`config.mk`:
```
export PLATFORM = sky130hd
export DESIGN_NAME = ep_dma_chan
export DESIGN_NICKNAME = d
export VERILOG_FILES = /design/src/rtl/ep_dma_pkg.sv /design/src/rtl/ep_dma_beat.sv /design/src/rtl/ep_dma_pkt.sv /design/src/rtl/ep_dma_fsm.sv /design/src/rtl/ep_dma_chan.sv
export SDC_FILE = /design/constraint.sdc
export NUM_CORES = 1
export LEC_CHECK = 0
export BUFFER_PORTS_ARGS = -buffer_cell sky130_fd_sc_hd__buf_2
export CAP_MARGIN = 20
export CORE_ASPECT_RATIO = 0.8
export CORE_MARGIN = 2
export CORE_UTILIZATION = 47
export DETAILED_ROUTE_END_ITERATION = 12
export GPL_TIMING_DRIVEN = 0
export HOLD_SLACK_MARGIN = 0.02
export PLACE_DENSITY = 0.77
export SLEW_MARGIN = 20
export SYNTH_ARGS = -nofsm -noshare
export SYNTH_HDL_FRONTEND = slang
export SYNTH_HIERARCHICAL = 1
export SYNTH_SLANG_ARGS = --single-unit
```
`constraint.sdc`:
```
create_clock -name clk -period 3.8 [get_ports clk]
set_clock_uncertainty 0.2 [all_clocks]
set_input_delay 0.38 -clock clk [delete_from_list [all_inputs] [get_ports clk]]
set_output_delay 0.38 -clock clk [all_outputs]
set_load 0.01 [all_outputs]
```
`src/rtl/ep_dma_pkg.sv`:
```
package ep_dma_pkg;
  localparam int DATA_W  = 32;
  localparam int BE_W    = DATA_W / 8;
  localparam int BEAT_BW = $clog2(BE_W + 1);
  localparam int CNT_W   = 16;

  localparam logic [1:0] REG_NEXT = 2'd0;
  localparam logic [1:0] REG_BUF  = 2'd1;
  localparam logic [1:0] REG_CTRL = 2'd2;
  localparam logic [1:0] REG_STAT = 2'd3;

  typedef enum logic [2:0] {
    S_IDLE,
    S_FETCH,
    S_BEAT,
    S_READ,
    S_WRITE
  } state_e;

  typedef struct packed {
    logic [CNT_W-1:0] count;
    logic [10:0]      rsv;
    logic             irq_stop;
    logic             end_valid;
    logic             eob_ie;
    logic             load_next;
    logic             enable;
  } ctrl_t;
endpackage

```
`src/rtl/ep_dma_beat.sv`:
```
module ep_dma_beat
  import ep_dma_pkg::*;
#(
  parameter int CW = CNT_W
) (
  input  logic [CW-1:0]      count,
  output logic [BEAT_BW-1:0] beat_bytes,
  output logic [BE_W-1:0]    be
);
  for (genvar k = 0; k < BE_W; k++) begin : g_lane
    assign be[k] = count > CW'(k);
  end

  assign beat_bytes = (count >= CW'(BE_W)) ? BEAT_BW'(BE_W) : count[BEAT_BW-1:0];
endmodule

```
`src/rtl/ep_dma_pkt.sv`:
```
module ep_dma_pkt
  import ep_dma_pkg::*;
#(
  parameter int PKT_BYTES = 64
) (
  input  logic               clk,
  input  logic               rst,
  input  logic               fire,
  input  logic [BEAT_BW-1:0] beat_bytes,
  input  logic               last,
  input  logic               auto_en,
  input  logic               end_en,
  output logic               validate
);
  localparam int FW = $clog2(PKT_BYTES + 1);

  logic [FW-1:0] fill_q;
  logic [FW:0]   fill_sum;
  logic          full;

  assign fill_sum = {1'b0, fill_q} + (FW+1)'(beat_bytes);
  assign full     = fill_sum >= (FW+1)'(PKT_BYTES);
  assign validate = fire & ((full & auto_en) | (last & end_en));

  always_ff @(posedge clk) begin
    if (rst) begin
      fill_q <= '0;
    end else if (fire) begin
      fill_q <= (full | validate) ? '0 : fill_sum[FW-1:0];
    end
  end
endmodule

```
`src/rtl/ep_dma_fsm.sv`:
```
module ep_dma_fsm
  import ep_dma_pkg::*;
#(
  parameter int PKT_BYTES  = 64,
  parameter int DESC_ALIGN = 4
) (
  input  logic              clk,
  input  logic              rst,
  input  logic              reg_wr,
  input  logic [1:0]        reg_addr,
  input  logic [DATA_W-1:0] reg_wdata,
  input  logic              ep_is_ctrl,
  input  logic              ep_auto_valid,
  input  logic              ep_irq,
  input  logic              bank_full,
  output logic              mem_req,
  output logic [DATA_W-1:0] mem_addr,
  input  logic              mem_ack,
  input  logic [DATA_W-1:0] mem_rdata,
  output logic              ep_wr,
  output logic [DATA_W-1:0] ep_wdata,
  output logic [BE_W-1:0]   ep_be,
  output logic              ep_valid,
  output logic              irq,
  output logic              busy,
  output logic [DATA_W-1:0] next_view,
  output logic [DATA_W-1:0] buf_view,
  output logic [DATA_W-1:0] ctrl_view,
  output logic [DATA_W-1:0] stat_view
);
  localparam int WA = $clog2(BE_W);

  state_e             st;
  ctrl_t              ctrl_q;
  logic [DATA_W-1:0]  next_q, buf_q, data_q;
  logic [CNT_W-1:0]   rem_q;
  logic               eob_q, eot_q;
  logic [1:0]         fidx;
  logic [BEAT_BW-1:0] beat_bytes;
  logic [BE_W-1:0]    lane_be;
  logic               fire, last, validate, abort_req;

  ep_dma_beat #(.CW(CNT_W)) u_beat (
    .count      (ctrl_q.count),
    .beat_bytes (beat_bytes),
    .be         (lane_be)
  );

  assign fire      = (st == S_WRITE) && !bank_full;
  assign last      = ctrl_q.count == CNT_W'(beat_bytes);
  assign abort_req = ctrl_q.irq_stop & ep_irq;

  ep_dma_pkt #(.PKT_BYTES(PKT_BYTES)) u_pkt (
    .clk        (clk),
    .rst        (rst),
    .fire       (fire),
    .beat_bytes (beat_bytes),
    .last       (last),
    .auto_en    (ep_auto_valid),
    .end_en     (ctrl_q.end_valid),
    .validate   (validate)
  );

  assign busy      = st != S_IDLE;
  assign next_view = next_q;
  assign buf_view  = buf_q;
  assign ctrl_view = ctrl_q;
  assign stat_view = {rem_q, 13'd0, eot_q, eob_q, busy};

  always_ff @(posedge clk) begin
    if (rst) begin
      st       <= S_IDLE;
      ctrl_q   <= '0;
      next_q   <= '0;
      buf_q    <= '0;
      data_q   <= '0;
      rem_q    <= '0;
      eob_q    <= 1'b0;
      eot_q    <= 1'b0;
      fidx     <= '0;
      mem_req  <= 1'b0;
      mem_addr <= '0;
      ep_wr    <= 1'b0;
      ep_wdata <= '0;
      ep_be    <= '0;
      ep_valid <= 1'b0;
      irq      <= 1'b0;
    end else begin
      ep_wr    <= 1'b0;
      ep_valid <= 1'b0;
      case (st)
        S_IDLE: begin
          if (reg_wr) begin
            case (reg_addr)
              REG_NEXT: next_q <= {reg_wdata[DATA_W-1:DESC_ALIGN], DESC_ALIGN'(0)};
              REG_BUF:  buf_q  <= {reg_wdata[DATA_W-1:WA], WA'(0)};
              REG_CTRL: begin
                ctrl_q <= ctrl_t'(reg_wdata);
                if (ep_is_ctrl) ctrl_q.enable <= 1'b0;
                eob_q <= 1'b0;
                eot_q <= 1'b0;
                irq   <= 1'b0;
              end
              default: ;
            endcase
          end else if (ctrl_q.enable) begin
            if (ctrl_q.load_next) begin
              st       <= S_FETCH;
              fidx     <= '0;
              mem_req  <= 1'b1;
              mem_addr <= next_q;
            end else begin
              st <= S_BEAT;
            end
          end
        end
        S_FETCH: begin
          if (mem_ack) begin
            case (fidx)
              2'd0:    next_q <= {mem_rdata[DATA_W-1:DESC_ALIGN], DESC_ALIGN'(0)};
              2'd1:    buf_q  <= {mem_rdata[DATA_W-1:WA], WA'(0)};
              default: ctrl_q <= ctrl_t'(mem_rdata);
            endcase
            if (fidx == 2'd2) begin
              mem_req <= 1'b0;
              st      <= mem_rdata[0] ? S_BEAT : S_IDLE;
            end else begin
              fidx     <= fidx + 2'd1;
              mem_addr <= mem_addr + DATA_W'(BE_W);
            end
          end
        end
        S_BEAT: begin
          if (ctrl_q.count == '0) begin
            rem_q <= '0;
            if (ctrl_q.eob_ie) begin
              eob_q <= 1'b1;
              irq   <= 1'b1;
            end
            if (ctrl_q.load_next) begin
              st       <= S_FETCH;
              fidx     <= '0;
              mem_req  <= 1'b1;
              mem_addr <= next_q;
            end else begin
              ctrl_q.enable <= 1'b0;
              st            <= S_IDLE;
            end
          end else if (abort_req) begin
            rem_q         <= ctrl_q.count;
            eot_q         <= 1'b1;
            irq           <= 1'b1;
            ctrl_q.enable <= 1'b0;
            st            <= S_IDLE;
          end else begin
            mem_req  <= 1'b1;
            mem_addr <= buf_q;
            st       <= S_READ;
          end
        end
        S_READ: begin
          if (mem_ack) begin
            mem_req <= 1'b0;
            data_q  <= mem_rdata;
            st      <= S_WRITE;
          end
        end
        S_WRITE: begin
          if (fire) begin
            ep_wr        <= 1'b1;
            ep_wdata     <= data_q;
            ep_be        <= lane_be;
            ep_valid     <= validate;
            ctrl_q.count <= ctrl_q.count - CNT_W'(beat_bytes);
            buf_q        <= buf_q + DATA_W'(BE_W);
            st           <= S_BEAT;
          end
        end
        default: st <= S_IDLE;
      endcase
    end
  end
endmodule

```
`src/rtl/ep_dma_chan.sv`:
```
module ep_dma_chan
  import ep_dma_pkg::*;
#(
  parameter int PKT_BYTES  = 64,
  parameter int DESC_ALIGN = 4
) (
  input  logic        clk,
  input  logic        rst,
  input  logic        reg_wr,
  input  logic [1:0]  reg_addr,
  input  logic [31:0] reg_wdata,
  output logic [31:0] reg_rdata,
  input  logic        ep_is_ctrl,
  input  logic        ep_auto_valid,
  input  logic        ep_irq,
  input  logic        bank_full,
  output logic        mem_req,
  output logic [31:0] mem_addr,
  input  logic        mem_ack,
  input  logic [31:0] mem_rdata,
  output logic        ep_wr,
  output logic [31:0] ep_wdata,
  output logic [3:0]  ep_be,
  output logic        ep_valid,
  output logic        irq
);
  logic              chan_busy;
  logic [DATA_W-1:0] next_view, buf_view, ctrl_view, stat_view;

  ep_dma_fsm #(.PKT_BYTES(PKT_BYTES), .DESC_ALIGN(DESC_ALIGN)) u_fsm (
    .clk           (clk),
    .rst           (rst),
    .reg_wr        (reg_wr),
    .reg_addr      (reg_addr),
    .reg_wdata     (reg_wdata),
    .ep_is_ctrl    (ep_is_ctrl),
    .ep_auto_valid (ep_auto_valid),
    .ep_irq        (ep_irq),
    .bank_full     (bank_full),
    .mem_req       (mem_req),
    .mem_addr      (mem_addr),
    .mem_ack       (mem_ack),
    .mem_rdata     (mem_rdata),
    .ep_wr         (ep_wr),
    .ep_wdata      (ep_wdata),
    .ep_be         (ep_be),
    .ep_valid      (ep_valid),
    .irq           (irq),
    .busy          (chan_busy),
    .next_view     (next_view),
    .buf_view      (buf_view),
    .ctrl_view     (ctrl_view),
    .stat_view     (stat_view)
  );

  always_ff @(posedge clk) begin
    if (rst) begin
      reg_rdata <= '0;
    end else begin
      case (reg_addr)
        REG_NEXT: reg_rdata <= next_view;
        REG_BUF:  reg_rdata <= buf_view;
        REG_CTRL: reg_rdata <= ctrl_view;
        default:  reg_rdata <= stat_view;
      endcase
    end
  end
endmodule

```
# Yosys cells after proc, flatten, opt, wreduce, memory -nomap -nowiden
# Cells that the tools add are included.
[totals]
word_cells = 180
regBits = 262
[op_classes]
eq_ne = 31
n_bitwise = 8
n_addsub = 5
mux = 75
order_cmp = 6
n_reduce_logical = 31
[ops]
columns = ["operator", "n"]
rows = [
  ["32-bit 2-to-1 mux", 20],
  ["32-bit case mux with 3 select lines", 3],
  ["32-bit by 3-bit adder with 32-bit output (second input constant)", 2],
  ["32-bit case mux with 2 select lines", 1],
  ["16-bit 2-to-1 mux", 3],
  ["16-bit case mux with 3 select lines", 1],
  ["16-bit by 1-bit greater-than comparator with 1-bit output (second input constant)", 2],
  ["16-bit by 2-bit greater-than comparator with 1-bit output (second input constant)", 2],
  ["15-bit case mux with 2 select lines", 1],
  ["6-bit AND reduction", 5],
  ["2-bit != test (second input constant)", 13],
  ["5-bit AND reduction", 5],
  ["1-bit 2-to-1 mux", 21],
  ["3-bit 2-to-1 mux", 7],
  ["2-bit 2-to-1 mux", 10],
  ["16-bit by 3-bit == test with 1-bit output", 1],
  ["16-bit by 3-bit greater-or-equal comparator with 1-bit output (second input constant)", 1],
  ["16-bit zero test", 1],
  ["16-bit by 3-bit subtractor with 16-bit output", 1],
  ["3-bit case mux with 5 select lines", 1],
  ["7-bit AND reduction", 2],
  ["2-bit by 1-bit != test with 1-bit output (second input constant)", 5],
  ["3-bit nonzero test", 3],
  ["7-bit by 3-bit adder with 8-bit output", 1],
  ["other kinds (27)", 44],
]

# Logic depth before layout (Yosys ltp)
# Gate-level depths: netlist of the first run.
[logic_depth]
ltp_word = 9
ltp_mapped = 13
depth_no_buf = 12

# Cells and area by module
# Netlist of the first run, hierarchy kept.
[modules_own_cells]
columns = ["mod", "cells_per_inst", "instances", "area_per_inst_um2"]
rows = [
  ["ep_dma_fsm", 1408, 1, 10975.5],
  ["ep_dma_chan", 144, 1, 1631.6],
  ["ep_dma_pkt", 58, 1, 488.0],
  ["ep_dma_beat", 12, 1, 125.1],
]

# Least setup slack after synthesis of the first run
# No wires, ideal clock.
[synth_timing]
path_type = "reg-to-reg"
startpoint = "register u_fsm/ctrl_view[22] (netlist name)"
endpoint = "register u_fsm/ctrl_view[29] (netlist name)"
path_slack_ns = 0.575
arrival_time_ns = 2.893
stages_incl_launch_ff = 12
period_less_slack_ns = 3.225
required_ns = 3.468
setup_time_ns = 0.132
n_path_buf = 0
cell_sequence = "dfxtp_1 > or4_1 > nor2_1 > and4_1 > inv_1 > ha_1 > nor2b_1 > o21a_1 > or4b_1 > o31a_1 > o21ai_0 > a21oi_1"
[synth_via]
elab_chain_len = 5
[synth_rtl]
columns = ["element", "line_no", "source"]
rows = [
  ["16-bit by 3-bit greater-or-equal comparator with 1-bit output", "ep_dma_beat.sv:14", "assign beat_bytes = (count >= CW'(BE_W)) ? BEAT_BW'(BE_W) : count[BEAT_BW-1:0];"],
  ["3-bit 2-to-1 mux", "ep_dma_beat.sv:14", ""],
  ["via u_fsm.beat_bytes[1]", "ep_dma_fsm.sv:39", "logic [BEAT_BW-1:0] beat_bytes;"],
  ["16-bit by 3-bit subtractor with 16-bit output", "ep_dma_fsm.sv:174", "ctrl_q.count <= ctrl_q.count - CNT_W'(beat_bytes);"],
  ["16-bit 2-to-1 mux", "ep_dma_fsm.sv:169", "if (fire) begin"],
  ["16-bit case mux with 3 select lines", "ep_dma_fsm.sv:91", "case (st)"],
]
# The timed path passes the listed nets, and every way through them passes these cells. The select of a mux whose other input is x is not followed.
# A chain may end at the register's enable or synchronous reset.

# Final worst setup path of the first run
[layout_timing]
startpoint = "register u_fsm.st[0]"
endpoint = "register u_fsm.mem_addr[0]"
[layout_via]
elab_chain_len = 3
word_cells_on_any_way = 11
cone_classes = "eq/ne: 7; mux: 1; reduce/logical: 3"
[layout_rtl]
columns = ["element", "line_no", "source"]
rows = [
  ["from (decl)", "ep_dma_fsm.sv:33", "state_e st;"],
  ["from (signal assigned)", "ep_dma_fsm.sv:126", "st <= mem_rdata[0] ? S_BEAT : S_IDLE;"],
  ["3-bit by 2-bit == test with 1-bit output (tied with other cells)", "ep_dma_fsm.sv:91", ""],
  ["3-bit != test (no line) (tied with other cells)", "-", ""],
  ["6-bit AND reduction (no line)", "-", ""],
  ["to (signal assigned)", "ep_dma_fsm.sv:111", "mem_addr <= next_q;"],
  ["to (signal assigned)", "ep_dma_fsm.sv:129", "mem_addr <= mem_addr + DATA_W'(BE_W);"],
  ["to (signal assigned)", "ep_dma_fsm.sv:144", "mem_addr <= next_q;"],
  ["to (decl)", "ep_dma_fsm.sv:17", "output logic [DATA_W-1:0] mem_addr,"],
]
# Parallel ways exist; a longest one is shown, timed or not.

==> run summary, run 1 <==
The flow ran to the end, and the final reports show no timing, DRC or antenna violations. Clock tree synthesis inserted a total of 27 buffers. The die covers 29490 um2.

For the final count of pins violating max slew, the log shows 0. The share of post-route cells with drive strength above 1 came out at 17.23%. Once layout is done, the placed cells without fillers occupy 16060 um2. The cell at the root of the clock tree is sky130_fd_sc_hd__clkbuf_16. Relative to the synthesized area, the layout overhead comes to 21.45%.

Clock-pin slew was measured on the worst setup and hold paths at 0.06 ns. Timing would allow up to 273.0 MHz. For this run, the leading register cell type out of synthesis is sky130_fd_sc_hd__dfxtp_1. Power comes to 7.080 mW. By startpoint and endpoint, the worst setup path is classified as reg2reg. The final-layout fill cell count was 2530. The count of maximum capacitance violations was 0; the share of the clock period used by the worst path was 96.41%.

After detailed routing, the total wire length is 53960 um. In the synthesized netlist, the number of instances is 1622. Setup violations remaining at the end of the flow were counted as 0. The tools report the final weighted congestion in routability-driven placement as 1.012. The run gives 0 as the remaining global-route overflow. Once the floorplan was initialized, standard cells occupied 48.19% of the core. For the worst setup path, the data arrival time is 3.91 ns. In this run the remaining antenna-violating nets after routing total 0.

Of all nets on the critical path, the largest fanout is 10. Before CTS, the worst setup slack after placement is 0.1365 ns. The number of antenna diodes in the final layout is 0. In this run the cell area of the synthesized design comes to 13220 um2. Summing the areas of all compound-gate instances in the mapped netlist gives 22.59% of the synthesized area. In the final timing run, aggregate negative setup slack is 0 ns.

For the placement row count, the log shows 54. The total via count after detailed routing is 14285. The number of clock sinks is 256. Beginning of the critical path: u_fsm/st[0]$_SDFFE_PP0P_. Dividing the detail-routed via count by the number of cells gives 6.282.

The run gives 178 as the total I/O pin count. In this run the vertical extent of the chip is 154.0 um. The least setup slack across all paths after layout was 0.1364 ns. The count of input and output buffers was 177. Dividing the detail-routed wire length by the instance count gives 23.73 um.

In the global route stage, overall resource usage came out at 35.33%. The run gives 6 as the count of TritonRoute iterations in the first routing pass. The via count of the first global-routing pass is 13071. After legalization and detailed placement, the total HPWL measured 40000 um. The detailed router finished its first iteration with 2041 violations. At the worst endpoint, the required time is 4.04 ns.

The startpoint identified for the worst register-to-register timing path is u_fsm/st[0]$_SDFFE_PP0P_. The run gives 0 as the number of antenna violations at the first check in global routing. The die span in x is 191.5 um. Proportion of synthesized flip-flops having asynchronous set or reset: 0%. Number of enable-type register cells in the synthesized netlist: 0. TritonCTS built the clock tree. Mean cell area of the mapped netlist: 8.151 um2. The worst setup path is captured at a flip-flop. The actual slew at the worst max-slew pin came out at 1.034 ns.

In this run the cell area measured after placement is 14630 um2. The XOR/XNOR share of the synthesized area works out to 1.193%. For the global-route wire length before repair, the log shows 79700 um. The minimum clock period after layout came out at 3.664 ns. The sequential standard cell area came out at 5125 um2. The run gives 1 as the H-tree level count. Multiplexer cells account for 8.896% of the synthesized area. After synthesis, the largest family of logic cells by area is compound AO/OA/AOI/OAI gates. In this run the standard cell core region covers 27430 um2.

After Yosys synthesis, and, or, nand and nor cells account for 20.62% of the synthesized area. The synthesis warning total was 6. In this run, placement finished with an instance count of 2181. The total DRC errors in the routed layout came out at 0.

In this run the worst hold path is classified as in2reg. Headroom to the max-slew limit: 31.09%. Of the synthesized area, sequential elements account for 38.77%. The largest vdd supply drop was 349.9 uV; the combined area of the multi-input logic cells was 7325 um2. Hold path startpoint: ep_auto_valid.

The finished layout holds 2274 standard cells, fillers aside. For this design the ratio of total power to cell area is 441.0 nW/um2. The later pin in the worst-skew pair is clocked with a latency of 0.56 ns. Entering global routing, the biggest net connects 15 pins. Layout net count: 1977. The analysis attributes to cell leakage a power of 6.436 nW. The run gives 3 as the maximum root-to-sink buffer count. The register bit total from synthesis is 256. The type of origin of the critical path is a flip-flop. Summing the areas of all fa, ha and maj instances in the mapped netlist gives 1.439% of the synthesized area. The number of distinct library cells after synthesis is 88. Setup repair after global routing left no endpoint under its margin. The total count of hold-check failures in the final report is 0.
## final cells by class
class / count / share of cell area (%)
timing repair buffer: 220 / 8.198
tap: 364 / 2.837
multi-input combinational: 1214 / 45.62
clock buffer: 32 / 4.450
inverter: 26 / 0.6079
buffer: 144 / 4.715
clock inverter: 18 / 1.652
sequential: 256 / 31.92
## registers in the layout, indices dropped and copies added, names as in the netlist
register,count
u_fsm/buf_view,30
u_fsm/fidx,2
u_fsm/mem_req,1
u_fsm/ep_valid,1
u_fsm/eob_q,1
u_fsm/ep_wr,1
u_fsm/ctrl_view,32
u_fsm/mem_addr,32
u_fsm/ep_be,4
u_fsm/rem_q,16
u_fsm/next_view,28
u_fsm/irq,1
u_fsm/eot_q,1
reg_rdata,32
u_fsm/data_q,32
u_fsm/st,3
u_fsm/ep_wdata,32
u_fsm/u_pkt/fill_q,7
## synth_stat cells (25+ instances only)
library cell	n	area, um2
sky130_fd_sc_hd__a21oi_1	142	710.7
sky130_fd_sc_hd__nand2_1	222	833.3
sky130_fd_sc_hd__buf_2	29	145.1
sky130_fd_sc_hd__a211oi_1	45	337.8
sky130_fd_sc_hd__inv_1	25	93.84
sky130_fd_sc_hd__clkbuf_1	73	274.0
sky130_fd_sc_hd__nor2_1	158	593.1
sky130_fd_sc_hd__nand3_1	37	185.2
sky130_fd_sc_hd__o21ai_0	94	470.5
sky130_fd_sc_hd__o22ai_1	40	250.2
sky130_fd_sc_hd__dfxtp_1	256	5125
sky130_fd_sc_hd__nor3_1	43	215.2
sky130_fd_sc_hd__mux2i_1	113	1131
## layout by cell type (no fill, tap or decap), drive strengths merged, types with 13 or more instances in the layout
master | netlist | layout
a211oi | 45 | 45
a21oi | 143 | 143
a221oi | 19 | 19
a22oi | 24 | 24
a311oi | 15 | 15
a31oi | 17 | 17
and3 | 14 | 14
buf | 71 | 248
clkbuf | 73 | 105
conb | 1 | 19
dfxtp | 256 | 256
dlygate4sd3 | 0 | 43
inv | 26 | 27
mux2i | 113 | 113
nand2 | 222 | 222
nand3 | 37 | 37
nand4 | 13 | 13
nor2 | 159 | 159
nor3 | 45 | 45
nor4 | 13 | 13
o21ai | 97 | 97
o22ai | 40 | 40
## what timing repair did
item                       4_1_cts  5_1_grt
setup endpoints to repair        0        4
hold buffers                    43        0
hold endpoints to repair        42        0
setup buffers                    0        0
resized for setup                0        3
## final timing paths
path	cells after the start	slack, ns	to
worst max-delay path	8	0.14	u_fsm/mem_addr[0]$_SDFFE_PP0P_
worst min-delay path	4	0.05	u_fsm/ep_valid$_SDFF_PP0_
worst max register to register	8	0.14	u_fsm/mem_addr[0]$_SDFFE_PP0P_
worst min register to register	2	0.25	u_fsm/ep_wdata[27]$_SDFFE_PP0P_
## through the flow
stage / utilization, % / hold slack, ns
2_1_floorplan: - / 0.2321
6_report: 58.53 / 0.05110
4_1_cts: 58.47 / 0.04062
3_5_place_dp: 53.33 / 0.2446
3_3_place_gp: 53.33 / 0.2422
5_1_grt: 58.53 / 0.06364
## critical path, cell delays in order, from the launching register on
cell and delay, ns:
sky130_fd_sc_hd__dfxtp_1 0.31, sky130_fd_sc_hd__buf_2 0.18, sky130_fd_sc_hd__nor3b_2 0.75, sky130_fd_sc_hd__nor2_1 0.41, sky130_fd_sc_hd__a31oi_1 0.46, sky130_fd_sc_hd__buf_2 0.33
sky130_fd_sc_hd__nor2_1 0.16, sky130_fd_sc_hd__nand4b_1 0.44, sky130_fd_sc_hd__and3_1 0.31
## per-layer routing
metal / GRT usage, % / part of all wire (%) / up-vias / wire, um
met4: 14.62 / 4.9 / 0 / 2625
li1: - / - / 6384 / -
met2: 51.97 / 41 / 993 / 22270
met3: 7.806 / 12 / 181 / 6673
met1: 49.75 / 42 / 6727 / 22400
met5: 0 / 0 / - / 0
## where the power goes
part	leakage [nW]	internal [mW]	switching, mW	total [mW]
Combinational	3.89	0.427	0.747	1.17
Clock	0.471	1.76	1.20	2.96
Sequential	2.08	2.79	0.153	2.95
## logic make-up after synthesis
group / count (synthesis)
AO/OA/AOI/OAI: 469
XOR/XNOR: 18
adder cells (fa/ha/maj): 14
buffers and inverters: 170
flip-flops: 256
multiplexers: 117
other: 1
AND/OR/NAND/NOR: 577
Power figures use the tool's default switching activity.
==> run 2: changes to the inputs <==
--- a/config.mk
+++ b/config.mk
@@ -7,13 +7,15 @@
 export LEC_CHECK = 0
 export BUFFER_PORTS_ARGS = -buffer_cell sky130_fd_sc_hd__buf_2
 export CAP_MARGIN = 20
+export CELL_PAD_IN_SITES_DETAIL_PLACEMENT = 0
+export CELL_PAD_IN_SITES_GLOBAL_PLACEMENT = 1
 export CORE_ASPECT_RATIO = 0.8
 export CORE_MARGIN = 2
-export CORE_UTILIZATION = 47
+export CORE_UTILIZATION = 43
 export DETAILED_ROUTE_END_ITERATION = 12
 export GPL_TIMING_DRIVEN = 0
 export HOLD_SLACK_MARGIN = 0.02
-export PLACE_DENSITY = 0.77
+export PLACE_DENSITY = 0.9
 export SLEW_MARGIN = 20
 export SYNTH_ARGS = -nofsm -noshare
 export SYNTH_HDL_FRONTEND = slang
==> run summary, run 2 (same netlist as run 1, synthesis figures left out) <==
In this run the critical register-to-register path is captured at u_fsm/mem_addr[25]$_SDFFE_PP0P_. In this design, the stage delay of the slowest critical-path cell is 0.79 ns. Summed over all layers, the routed wires come to 54420 um.

Headroom to the max-slew limit: 19.48%. The tools report the worst setup path endpoint as u_fsm/mem_addr[25]$_SDFFE_PP0P_. Leaving out filler cells and counting taps, the final layout contains 2325. In this run the critical register-to-register path is launched from u_fsm/ctrl_view[22]$_SDFFE_PP0P_. The tools report the final total negative setup slack as 0 ns.

For the worst setup path, the data arrival time is 3.95 ns. Traced cell by cell, the critical path runs through nor3_1 > nand4_1 > a211oi_1 > buf_2 > nand2_1 > o21ai_0. The H-tree level count is 1, and the final-layout fill cell count is 2941. The final weighted congestion in routability-driven placement is 0.9896.

The total I/O pin count is 178. The critical path runs through a total of 6 cells. The global-route wire length before repair came out at 80890 um.

The initial cell density of the core is 43.62%, and the largest vdd supply drop is 340.0 uV. The total overflow left after global routing is 0. The internal portion of the total power is 4.887 mW. Once detail routing completed, the nets flagged for antenna violations numbered 0. The root buffer cell chosen for the clock tree is sky130_fd_sc_hd__clkbuf_16.

The y dimension of the die is 160.8 um. The final count of pins violating max slew was 0; the total CTS buffers was 28. Met1 capacity usage during global routing: 48.01%. In the final layout, flip-flops and latches occupy 5125 um2. Across the run, the number of max-cap violations was 0. The clock-pin transition on the worst setup and hold timing paths works out to 0.07 ns. The sum of net half-perimeters after detailed placement was 41250 um.

The run gives 6.989 mW as the total power draw. TritonCTS built the clock tree. The number of buffers and inverters on the critical path came out at 1. The tools report the combinational power share as 16.7%. Setup slack on the worst reg-to-reg path comes out at 0.12 ns. The number of clock sinks came out at 256. The total of endpoints with negative setup slack in the final report was 0. Global routing used 33.31% of the available tracks. For the pin count of the biggest net entering global routing, the log shows 15.

The layout net count was 1977. After detailed routing, the number of vias per cell comes to 6.052. The total count of hold-check failures in the final report came out at 0. In this run the post-CTS setup repair buffer count came out at 0. Measured on the finished design, the core utilization comes to 53.14%.

The final critical path takes up 96.89% of the cycle. In the final layout, the share of cells above drive strength 1 is 17.43%. The later pin in the worst-skew pair is clocked with a latency of 0.57 ns. Setup repair after global routing left no endpoint under its margin.

The die span in x was 200.0 um. The tools report the total DRC errors in the routed layout as 0. The via count of the first global-routing pass was 13187; the number of cells after detailed placement was 2230. The worst setup path is launched from a flip-flop. The highest net fanout along the worst path was 10; the placement row count was 57. The worst setup path is of the reg2reg kind. The run finished with clean final reports. Measured in cells, the most critical reg-to-reg path has a length of 6. The tools report the maximum root-to-sink buffer count as 3.

Per report_power, the clock group accounts for 41.1% of the total. Dominant delay contributor by cell family on the critical path: simple AND/OR/NAND/NOR gates. The tightest min-delay check is of the in2reg type. The tools report the static leakage as 6.431 nW.

The run gives 32170 um2 as the floorplan die area. Dividing the detail-routed wire length by the instance count gives 23.40 um. Count of TritonRoute iterations in the first routing pass: 5. The logs give 7.371% for the global-route track usage on met3 and 2.102 mW for the net switching component of the power. The final design instance area without fill came out at 16110 um2. The slowest stage of the critical path is the sky130_fd_sc_hd__a211oi_1 cell. After the first detailed-routing iteration, the DRC count stood at 1566. The detailed router placed 14070 vias in this run.

Leaving out fill and tap cells, the most frequent cell in the layout is sky130_fd_sc_hd__dfxtp_1. The combined area of the multi-input logic cells was 7325 um2. The beginning of the critical path was u_fsm/ctrl_view[22]$_SDFFE_PP0P_. The routing layer with the top usage in global route is met2. For this run, global-route usage on met2 was measured as 48.36%. The minimum clock period after layout works out to 3.682 ns. STA puts the critical path data required time at 4.07 ns. The run gives 30310 um2 as the area of the core region. For the sequential cell fraction of total power, the log shows 42.2%.

The library cells used most frequently in the layout, excluding fill and tap cells, are sky130_fd_sc_hd__dfxtp_1, sky130_fd_sc_hd__nand2_1, sky130_fd_sc_hd__buf_2. The count of input and output buffers came out at 177. The actual slew at the worst max-slew pin was 1.208 ns; the top achievable clock speed was 271.6 MHz. The number of antenna violations at the first check in global routing is 0, and the switching part of the total power is 30.07%. Once placement finished, the instance area stood at 14700 um2.

Power density over the cells: 434.0 nW/um2. The tools report the capturing element type of the critical path as a flip-flop. The area growth from synthesis to layout is 21.82%.
run 2: worst min-delay path by stage:
stage / start / end / cells past startpoint
after floorplan: u_fsm/data_q[0]$_SDFFE_PP0P_ / u_fsm/ep_wdata[0]$_SDFFE_PP0P_ / 2
final: reg_wdata[3] / u_fsm/ctrl_view[3]$_SDFFE_PP0P_ / 3
after CTS: reg_wdata[3] / u_fsm/ctrl_view[3]$_SDFFE_PP0P_ / 3
after global routing: reg_wdata[3] / u_fsm/ctrl_view[3]$_SDFFE_PP0P_ / 3
after global placement: u_fsm/data_q[10]$_SDFFE_PP0P_ / u_fsm/ep_wdata[10]$_SDFFE_PP0P_ / 2
after detailed placement: u_fsm/ep_wdata[18]$_SDFFE_PP0P_ / u_fsm/ep_wdata[18]$_SDFFE_PP0P_ / 2
run 2: power by group through the flow:
| stage | Clock (mW) | Sequential, mW | Combinational (mW) |
|---|---|---|---|
| floorplan | 0 | 2.96 | 0.674 |
| global placement | 0 | 3.00 | 1.08 |
| detailed placement | 0 | 3.00 | 1.09 |
| CTS | 2.89 | 2.94 | 1.13 |
| global route | 3.02 | 2.96 | 1.25 |
| finish | 2.87 | 2.95 | 1.17 |
run 2: what timing repair did:
item                                   4_1_cts  5_1_grt
setup endpoints to repair                    0        6
resized for setup                            0        3
endpoints found under the hold margin       43        0
hold buffers                                42        0
run 2: routing by layer:
layer	up-vias	wire length, um
li1	6398	-
met5	-	0
met4	0	2254
met1	6717	23610
met2	834	22740
met3	121	5817
run 2: final cells by class:
| cell class | instances | area share [%] |
|---|---|---|
| buffer | 144 | 4.700 |
| clock inverter | 15 | 0.9323 |
| sequential | 256 | 31.82 |
| multi-input combinational | 1214 | 45.48 |
| inverter | 26 | 0.6060 |
| clock buffer | 37 | 5.127 |
| tap | 413 | 3.209 |
| antenna | 1 | 0.01554 |
| timing repair buffer | 219 | 8.111 |
run 2: worst min-delay path: cells and delay by family:
family,cells,cell delay [ns]
buf+inv,1,0.13
compound gates,2,0.26
run 2: metrics by stage:
stage	setup WS, ns	hold WS, ns
final	0.1183	0.04141
after global routing	0.03451	0.04045
after CTS	0.1115	0.02661
after detailed placement	0.1262	0.2447
after global placement	0.1430	0.2401
after floorplan	0.5752	0.2321
